File: config.mk
export PLATFORM = sky130hd
export DESIGN_NAME = presence_eeprom
export DESIGN_NICKNAME = d
export VERILOG_FILES = /design/src/rtl/pe_pkg.sv /design/src/rtl/pe_line_sync.sv /design/src/rtl/pe_mem_array.sv /design/src/rtl/pe_slave_fsm.sv /design/src/rtl/presence_eeprom.sv
export SDC_FILE = /design/constraint.sdc
export NUM_CORES = 2
export LEC_CHECK = 0
export BUFFER_PORTS_ARGS = -buffer_cell sky130_fd_sc_hd__buf_2
export CAP_MARGIN = 20
export CORE_MARGIN = 1.5
export CORE_UTILIZATION = 48
export CTS_CLUSTER_SIZE = 25
export DETAILED_ROUTE_END_ITERATION = 8
export GPL_TIMING_DRIVEN = 0
export PLACE_DENSITY = 0.67
export SLEW_MARGIN = 20
export SYNTH_ARGS = -nofsm -noshare
export SYNTH_HDL_FRONTEND = slang
export SYNTH_SLANG_ARGS = --single-unit
File: constraint.sdc
create_clock -name clk -period 65.7 [get_ports clk]
set_input_delay 13.14 -clock clk [delete_from_list [all_inputs] [get_ports clk]]
set_output_delay 13.14 -clock clk [all_outputs]
set_load 0.02 [all_outputs]
File: src/rtl/pe_pkg.sv
`timescale 1ns/1ps
package pe_pkg;
  localparam int PE_AW    = 8;
  localparam int PE_DEPTH = 1 << PE_AW;

  typedef enum logic [3:0] {
    S_IDLE, S_DEV, S_DEV_ACK, S_WADR, S_WADR_ACK,
    S_WDAT, S_WDAT_ACK, S_RDAT, S_RACK
  } pe_state_t;

  function automatic logic [PE_DEPTH*8-1:0] pe_default_image();
    logic [PE_DEPTH*8-1:0] img;
    for (int i = 0; i < PE_DEPTH; i++) img[i*8 +: 8] = 8'((i * 37 + 11) % 256);
    return img;
  endfunction
endpackage

File: src/rtl/pe_line_sync.sv
`timescale 1ns/1ps
module pe_line_sync #(
  parameter int STAGES = 2
) (
  input  logic clk,
  input  logic rst_n,
  input  logic scl_i,
  input  logic sda_i,
  output logic scl_s,
  output logic sda_s,
  output logic scl_rise,
  output logic scl_fall,
  output logic start_det,
  output logic stop_det
);
  logic [STAGES-1:0] scl_ff, sda_ff;
  logic scl_q, sda_q;

  always_ff @(posedge clk or negedge rst_n) begin
    if (!rst_n) begin
      scl_ff <= '1;
      sda_ff <= '1;
      scl_q  <= 1'b1;
      sda_q  <= 1'b1;
    end else begin
      scl_ff <= {scl_ff[STAGES-2:0], scl_i};
      sda_ff <= {sda_ff[STAGES-2:0], sda_i};
      scl_q  <= scl_ff[STAGES-1];
      sda_q  <= sda_ff[STAGES-1];
    end
  end

  assign scl_s     = scl_ff[STAGES-1];
  assign sda_s     = sda_ff[STAGES-1];
  assign scl_rise  = scl_s & ~scl_q;
  assign scl_fall  = ~scl_s & scl_q;
  assign start_det = scl_s & scl_q & sda_q & ~sda_s;
  assign stop_det  = scl_s & scl_q & ~sda_q & sda_s;
endmodule

File: src/rtl/pe_mem_array.sv
`timescale 1ns/1ps
module pe_mem_array #(
  parameter int AW = 8,
  parameter logic [(1<<AW)*8-1:0] INIT = '0
) (
  input  logic          clk,
  input  logic          rst_n,
  input  logic [AW-1:0] rd_addr,
  output logic [7:0]    rd_data,
  input  logic          wr_req,
  input  logic [AW-1:0] wr_addr,
  input  logic [7:0]    wr_data,
  input  logic          wp_i,
  output logic          mem_we
);
  localparam int DEPTH = 1 << AW;
  logic [7:0] mem [DEPTH];

  // lower half locked for good; upper half gated by the protect pin
  assign mem_we  = wr_req & wr_addr[AW-1] & ~wp_i;
  assign rd_data = mem[rd_addr];

  always_ff @(posedge clk or negedge rst_n) begin
    if (!rst_n) begin
      for (int i = 0; i < DEPTH; i++) mem[i] <= INIT[i*8 +: 8];
    end else if (mem_we) begin
      mem[wr_addr] <= wr_data;
    end
  end
endmodule

File: src/rtl/pe_slave_fsm.sv
`timescale 1ns/1ps
module pe_slave_fsm
  import pe_pkg::*;
#(
  parameter int AW = 8,
  parameter logic [3:0] DEV_HI = 4'b1010
) (
  input  logic          clk,
  input  logic          rst_n,
  input  logic          scl_rise,
  input  logic          scl_fall,
  input  logic          start_det,
  input  logic          stop_det,
  input  logic          sda_s,
  input  logic [2:0]    strap,
  input  logic [7:0]    rd_data,
  output logic [AW-1:0] ptr,
  output logic          wr_req,
  output logic [7:0]    wr_data,
  output logic          sda_oe
);
  pe_state_t st, st_n;
  logic [3:0]    cnt, cnt_n;
  logic [7:0]    sh, sh_n;
  logic [AW-1:0] ptr_n;
  logic          oe_n, nack, nack_n;

  always_comb begin
    st_n = st; cnt_n = cnt; sh_n = sh; ptr_n = ptr;
    oe_n = sda_oe; nack_n = nack; wr_req = 1'b0;
    if (stop_det) begin
      st_n = S_IDLE; oe_n = 1'b0;
    end else if (start_det) begin
      st_n = S_DEV; cnt_n = '0; oe_n = 1'b0;
    end else begin
      case (st)
        S_DEV, S_WADR, S_WDAT: begin
          if (scl_rise && cnt < 4'd8) begin
            sh_n  = {sh[6:0], sda_s};
            cnt_n = cnt + 4'd1;
          end else if (scl_fall && cnt == 4'd8) begin
            cnt_n = '0;
            if (st == S_DEV) begin
              if (sh[7:1] == {DEV_HI, strap}) begin
                st_n = S_DEV_ACK; oe_n = 1'b1;
              end else begin
                st_n = S_IDLE;
              end
            end else if (st == S_WADR) begin
              ptr_n = sh[AW-1:0]; st_n = S_WADR_ACK; oe_n = 1'b1;
            end else begin
              wr_req = 1'b1; ptr_n = ptr + 1'b1;
              st_n = S_WDAT_ACK; oe_n = 1'b1;
            end
          end
        end
        S_DEV_ACK: if (scl_fall) begin
          if (sh[0]) begin
            st_n = S_RDAT; sh_n = rd_data; oe_n = ~rd_data[7]; cnt_n = '0;
          end else begin
            st_n = S_WADR; oe_n = 1'b0;
          end
        end
        S_WADR_ACK, S_WDAT_ACK: if (scl_fall) begin
          st_n = S_WDAT; oe_n = 1'b0;
        end
        S_RDAT: begin
          if (scl_rise) begin
            cnt_n = cnt + 4'd1;
          end else if (scl_fall) begin
            if (cnt == 4'd8) begin
              st_n = S_RACK; oe_n = 1'b0; ptr_n = ptr + 1'b1;
            end else begin
              sh_n = {sh[6:0], 1'b0}; oe_n = ~sh[6];
            end
          end
        end
        S_RACK: begin
          if (scl_rise) begin
            nack_n = sda_s;
          end else if (scl_fall) begin
            if (nack) begin
              st_n = S_IDLE;
            end else begin
              st_n = S_RDAT; sh_n = rd_data; oe_n = ~rd_data[7]; cnt_n = '0;
            end
          end
        end
        default: ;
      endcase
    end
  end

  always_ff @(posedge clk or negedge rst_n) begin
    if (!rst_n) begin
      st <= S_IDLE; cnt <= '0; sh <= '0; ptr <= '0;
      sda_oe <= 1'b0; nack <= 1'b0;
    end else begin
      st <= st_n; cnt <= cnt_n; sh <= sh_n; ptr <= ptr_n;
      sda_oe <= oe_n; nack <= nack_n;
    end
  end

  assign wr_data = sh;
endmodule

File: src/rtl/presence_eeprom.sv
`timescale 1ns/1ps
module presence_eeprom #(
  parameter int AW = pe_pkg::PE_AW,
  parameter logic [3:0] DEV_HI = 4'b1010,
  parameter int SYNC_STAGES = 2,
  parameter logic [(1<<AW)*8-1:0] INIT = pe_pkg::pe_default_image()
) (
  input  logic       clk,
  input  logic       rst_n,
  input  logic       scl_i,
  input  logic       sda_i,
  output logic       sda_o,
  output logic       sda_oe,
  input  logic       wp_i,
  input  logic [2:0] strap_i
);
  logic [1:0]    rst_pipe;
  logic          rst_sn;
  logic          scl_s, sda_s, scl_rise, scl_fall, start_det, stop_det;
  logic [AW-1:0] ptr;
  logic [7:0]    rd_data, wr_data;
  logic          wr_req, mem_we;

  always_ff @(posedge clk or negedge rst_n) begin
    if (!rst_n) rst_pipe <= '0;
    else        rst_pipe <= {rst_pipe[0], 1'b1};
  end
  assign rst_sn = rst_pipe[1];

  pe_line_sync #(.STAGES(SYNC_STAGES)) u_sync (
    .clk(clk), .rst_n(rst_sn), .scl_i(scl_i), .sda_i(sda_i),
    .scl_s(scl_s), .sda_s(sda_s), .scl_rise(scl_rise), .scl_fall(scl_fall),
    .start_det(start_det), .stop_det(stop_det)
  );

  pe_slave_fsm #(.AW(AW), .DEV_HI(DEV_HI)) u_fsm (
    .clk(clk), .rst_n(rst_sn), .scl_rise(scl_rise), .scl_fall(scl_fall),
    .start_det(start_det), .stop_det(stop_det), .sda_s(sda_s),
    .strap(strap_i), .rd_data(rd_data), .ptr(ptr), .wr_req(wr_req),
    .wr_data(wr_data), .sda_oe(sda_oe)
  );

  pe_mem_array #(.AW(AW), .INIT(INIT)) u_mem (
    .clk(clk), .rst_n(rst_sn), .rd_addr(ptr), .rd_data(rd_data),
    .wr_req(wr_req), .wr_addr(ptr), .wr_data(wr_data), .wp_i(wp_i),
    .mem_we(mem_we)
  );

  assign sda_o = 1'b0;
endmodule

==> metrics <==
commonest non-fill, non-tap cell in the layout clkbuf_1; syn_area_per_cell 15.38 µm²; first-pass GRT wire length around 390000 µm; share of the synthesized area in the top cell type 0.3075; area delta synth->final 13.78%; Post-synth EDFFs 0; unrepaired setup endpoints after global routing no; Clock Pin Slew Worst Setup and Hold Paths 0.06 ns; Post-Layout Cell Count between 8000 and 9000; initial core utilization 0.4848; final-stage net count between 6000 and 7000; chip width 431.2 µm; cts hold-fix bufs 0; worst setup margin slightly above 50 ns; Clock Sinks about 2100; post-synth top area cell dfstp_2; fillcell total roughly 14000; Mapped Cells between 5000 and 6000; synth warn 0; fin crit share 0.2303; FF+latch count, synth around 2100; post-CTS setup buffer count 0; Cells after DPL approximately 8200; Core Util, Final 0.5516; DRT Pass-1 Iters 7; status completed; largest net degree at the start of global routing 64; fraction of registers with async set/reset 1.000; number of buffers created by CTS approximately 210; smallest hold slack a little over 0.3 ns; Main synth FF type dfrtp_1; Setup Skew between 0.06 and 0.07 ns; dpl hpwl 189200 µm; I/O pin count 10; Die ar. approximately 190000 µm²; worst slew pin tran 1.268 ns; 1st-iter DRT viols 5481; CTS root buffer clkbuf_16; layout cells sized above 1 0.5344; Avg Vias per Cell between 6 and 7; relative slew slack 0.1544; Final TNS setup 0 ns; synthesized area roughly 88000 µm²; post-cts sizing count 0; crit start category primary input; Setup CP Type in2reg; wire per inst around 32 µm; total core area about 180000 µm²; Tot GR Track Use 0.2991; PortBufs 8; CTS tree built; Leak Pwr ~43 nW; Seq/Total Area, Yosys 0.6067; Total Wirelength 273700 µm; Worst-Skew Late Latency approximately 0.89 ns; worst slack, placed ~50 ns; vias in the first global route approximately 53000; final antenna-violating net count 0; global placer's final weighted congestion 0.9788; Worst Path Max Fanout 9; Max VDD drop ~28 µV; H-Tree Depth 4; Hold Vio Cnt, Final 0; CTS Buffer Depth 3; Post-route DRC 0; cell area after layout 100100 µm²; syn nets about 5700; maximum clock rate approximately 66 MHz; placed cell areas around 93000 µm²; initial antenna violation count 20; total number of vias 51654; Cell Rows around 160; Design Power about 2.8 mW; final count of negative-setup-slack endpoints 0; worst path arrival time around 16 ns; Die Ht approximately 430 µm; GR Overflow Total 0; crit end category register; commonest cells after routing, fill and taps aside clkbuf_1 (1221), dfrtp_1 (1051), dfstp_2 (1030); Synth area leaders dfstp_2 (31%), dfrtp_1 (30%), mux4_2 (14%), mux2_2 (13%), clkbuf_1 (5.2%); power per cell area approximately 28 nW/µm²; final critical path time including I/O delays and setup between 15 and 20 ns; HP Class reg2async; number of max-cap violations 0; fin. max-slew vios 0; post-synthesis cell type count 78; Worst EP required ~66 ns
[Yosys cell counts, drive strengths merged, types with 3 or more instances]
master and number:
inv 9, o31ai 3, and3 6, buf 123, nor3 9, and2 3
nand3 39, nand2b 9, mux2 1024, nor2b 14, o22ai 14, mux2i 24
nor2 136, nor4 14, or2 8, a22oi 127, a221oi 19, nand2 70
a21oi 89, o2111ai 3, o211ai 3, a22o 19, mux4 553, a211oi 5
ha 6, nand3b 3, o21ai 39, nand4 6, dfrtp 1052, clkbuf 1217
xnor2 3, a31oi 7, dfstp 1030
[cell type report]
class	instances	area [µm²]	share of cell area
clock buffer	316	6266	0.06258
buffer	1340	5338	0.05330
timing repair buffer	70	1529	0.01527
antenna	6	15.01	0.0001499
clock inverter	88	1256	0.01255
tap	2370	2965	0.02961
inverter	9	33.78	0.0003374
multi-input combinational	2291	29340	0.2930
sequential	2082	53390	0.5332
[per-layer routing]
metal  GRT usage  part of all wire  vias up
li1            -                 -    20301
met5    0.007286           0.00076        -
met4      0.1605             0.062        4
met2      0.4328              0.44     2355
met3     0.09976              0.11      726
met1      0.3997              0.39    28268
[sequential cells by signal, summed over array words and instances (netlist names)]
signal         count
rst_pipe           2
u_fsm.cnt          4
u_fsm.nack         1
u_fsm.ptr          8
u_fsm.sda_oe       1
u_fsm.st           4
u_fsm.wr_data      8
u_mem.mem       2048
u_sync.scl_ff      2
u_sync.scl_q       1
u_sync.sda_ff      2
u_sync.sda_q       1
[worst max-delay path, stage by stage]
cell and delay [ns]:
buf_2 0.12, or4_1 0.54, buf_6 0.20, nor2_4 0.20, nand2_2 0.21, nor2_2 1.01
mux2_2 0.43
[path summary, 6_finish.rpt]
path / from / end / slack [ns] / cells past startpoint
min: rst_pipe[1] / u_mem.mem[1701] / 0.31 / 1
min reg2reg: rst_pipe[1] / u_mem.mem[1701] / 0.31 / 1
max in group asynchronous: rst_n / rst_pipe[1] / 53.55 / 1
max: wp_i / u_mem.mem[317] / 50.57 / 7
max reg2reg: u_fsm.ptr[1] / u_fsm.wr_data[0] / 59.77 / 12
min in group clk: rst_pipe[0] / rst_pipe[1] / 0.35 / 0
[power by group]
| part | switching (mW) | internal (mW) |
|---|---|---|
| registers | 0.00570 | 1.29 |
| clock network | 0.534 | 0.743 |
| logic | 0.173 | 0.0408 |
| total | 0.712 | 2.07 |
[cell families after synthesis]
group	count (synthesis)	share of synthesized area
AO/OA/AOI/OAI	349	0.02671
XOR/XNOR	4	0.0003982
adder cells (fa/ha/maj)	6	0.0008530
buffers and inverters	1349	0.06021
flip-flops	2082	0.6067
multiplexers	1601	0.2756
other	2	0.00008534
AND/OR/NAND/NOR	329	0.02946
Note: power is estimated with default switching activity, not from simulation.
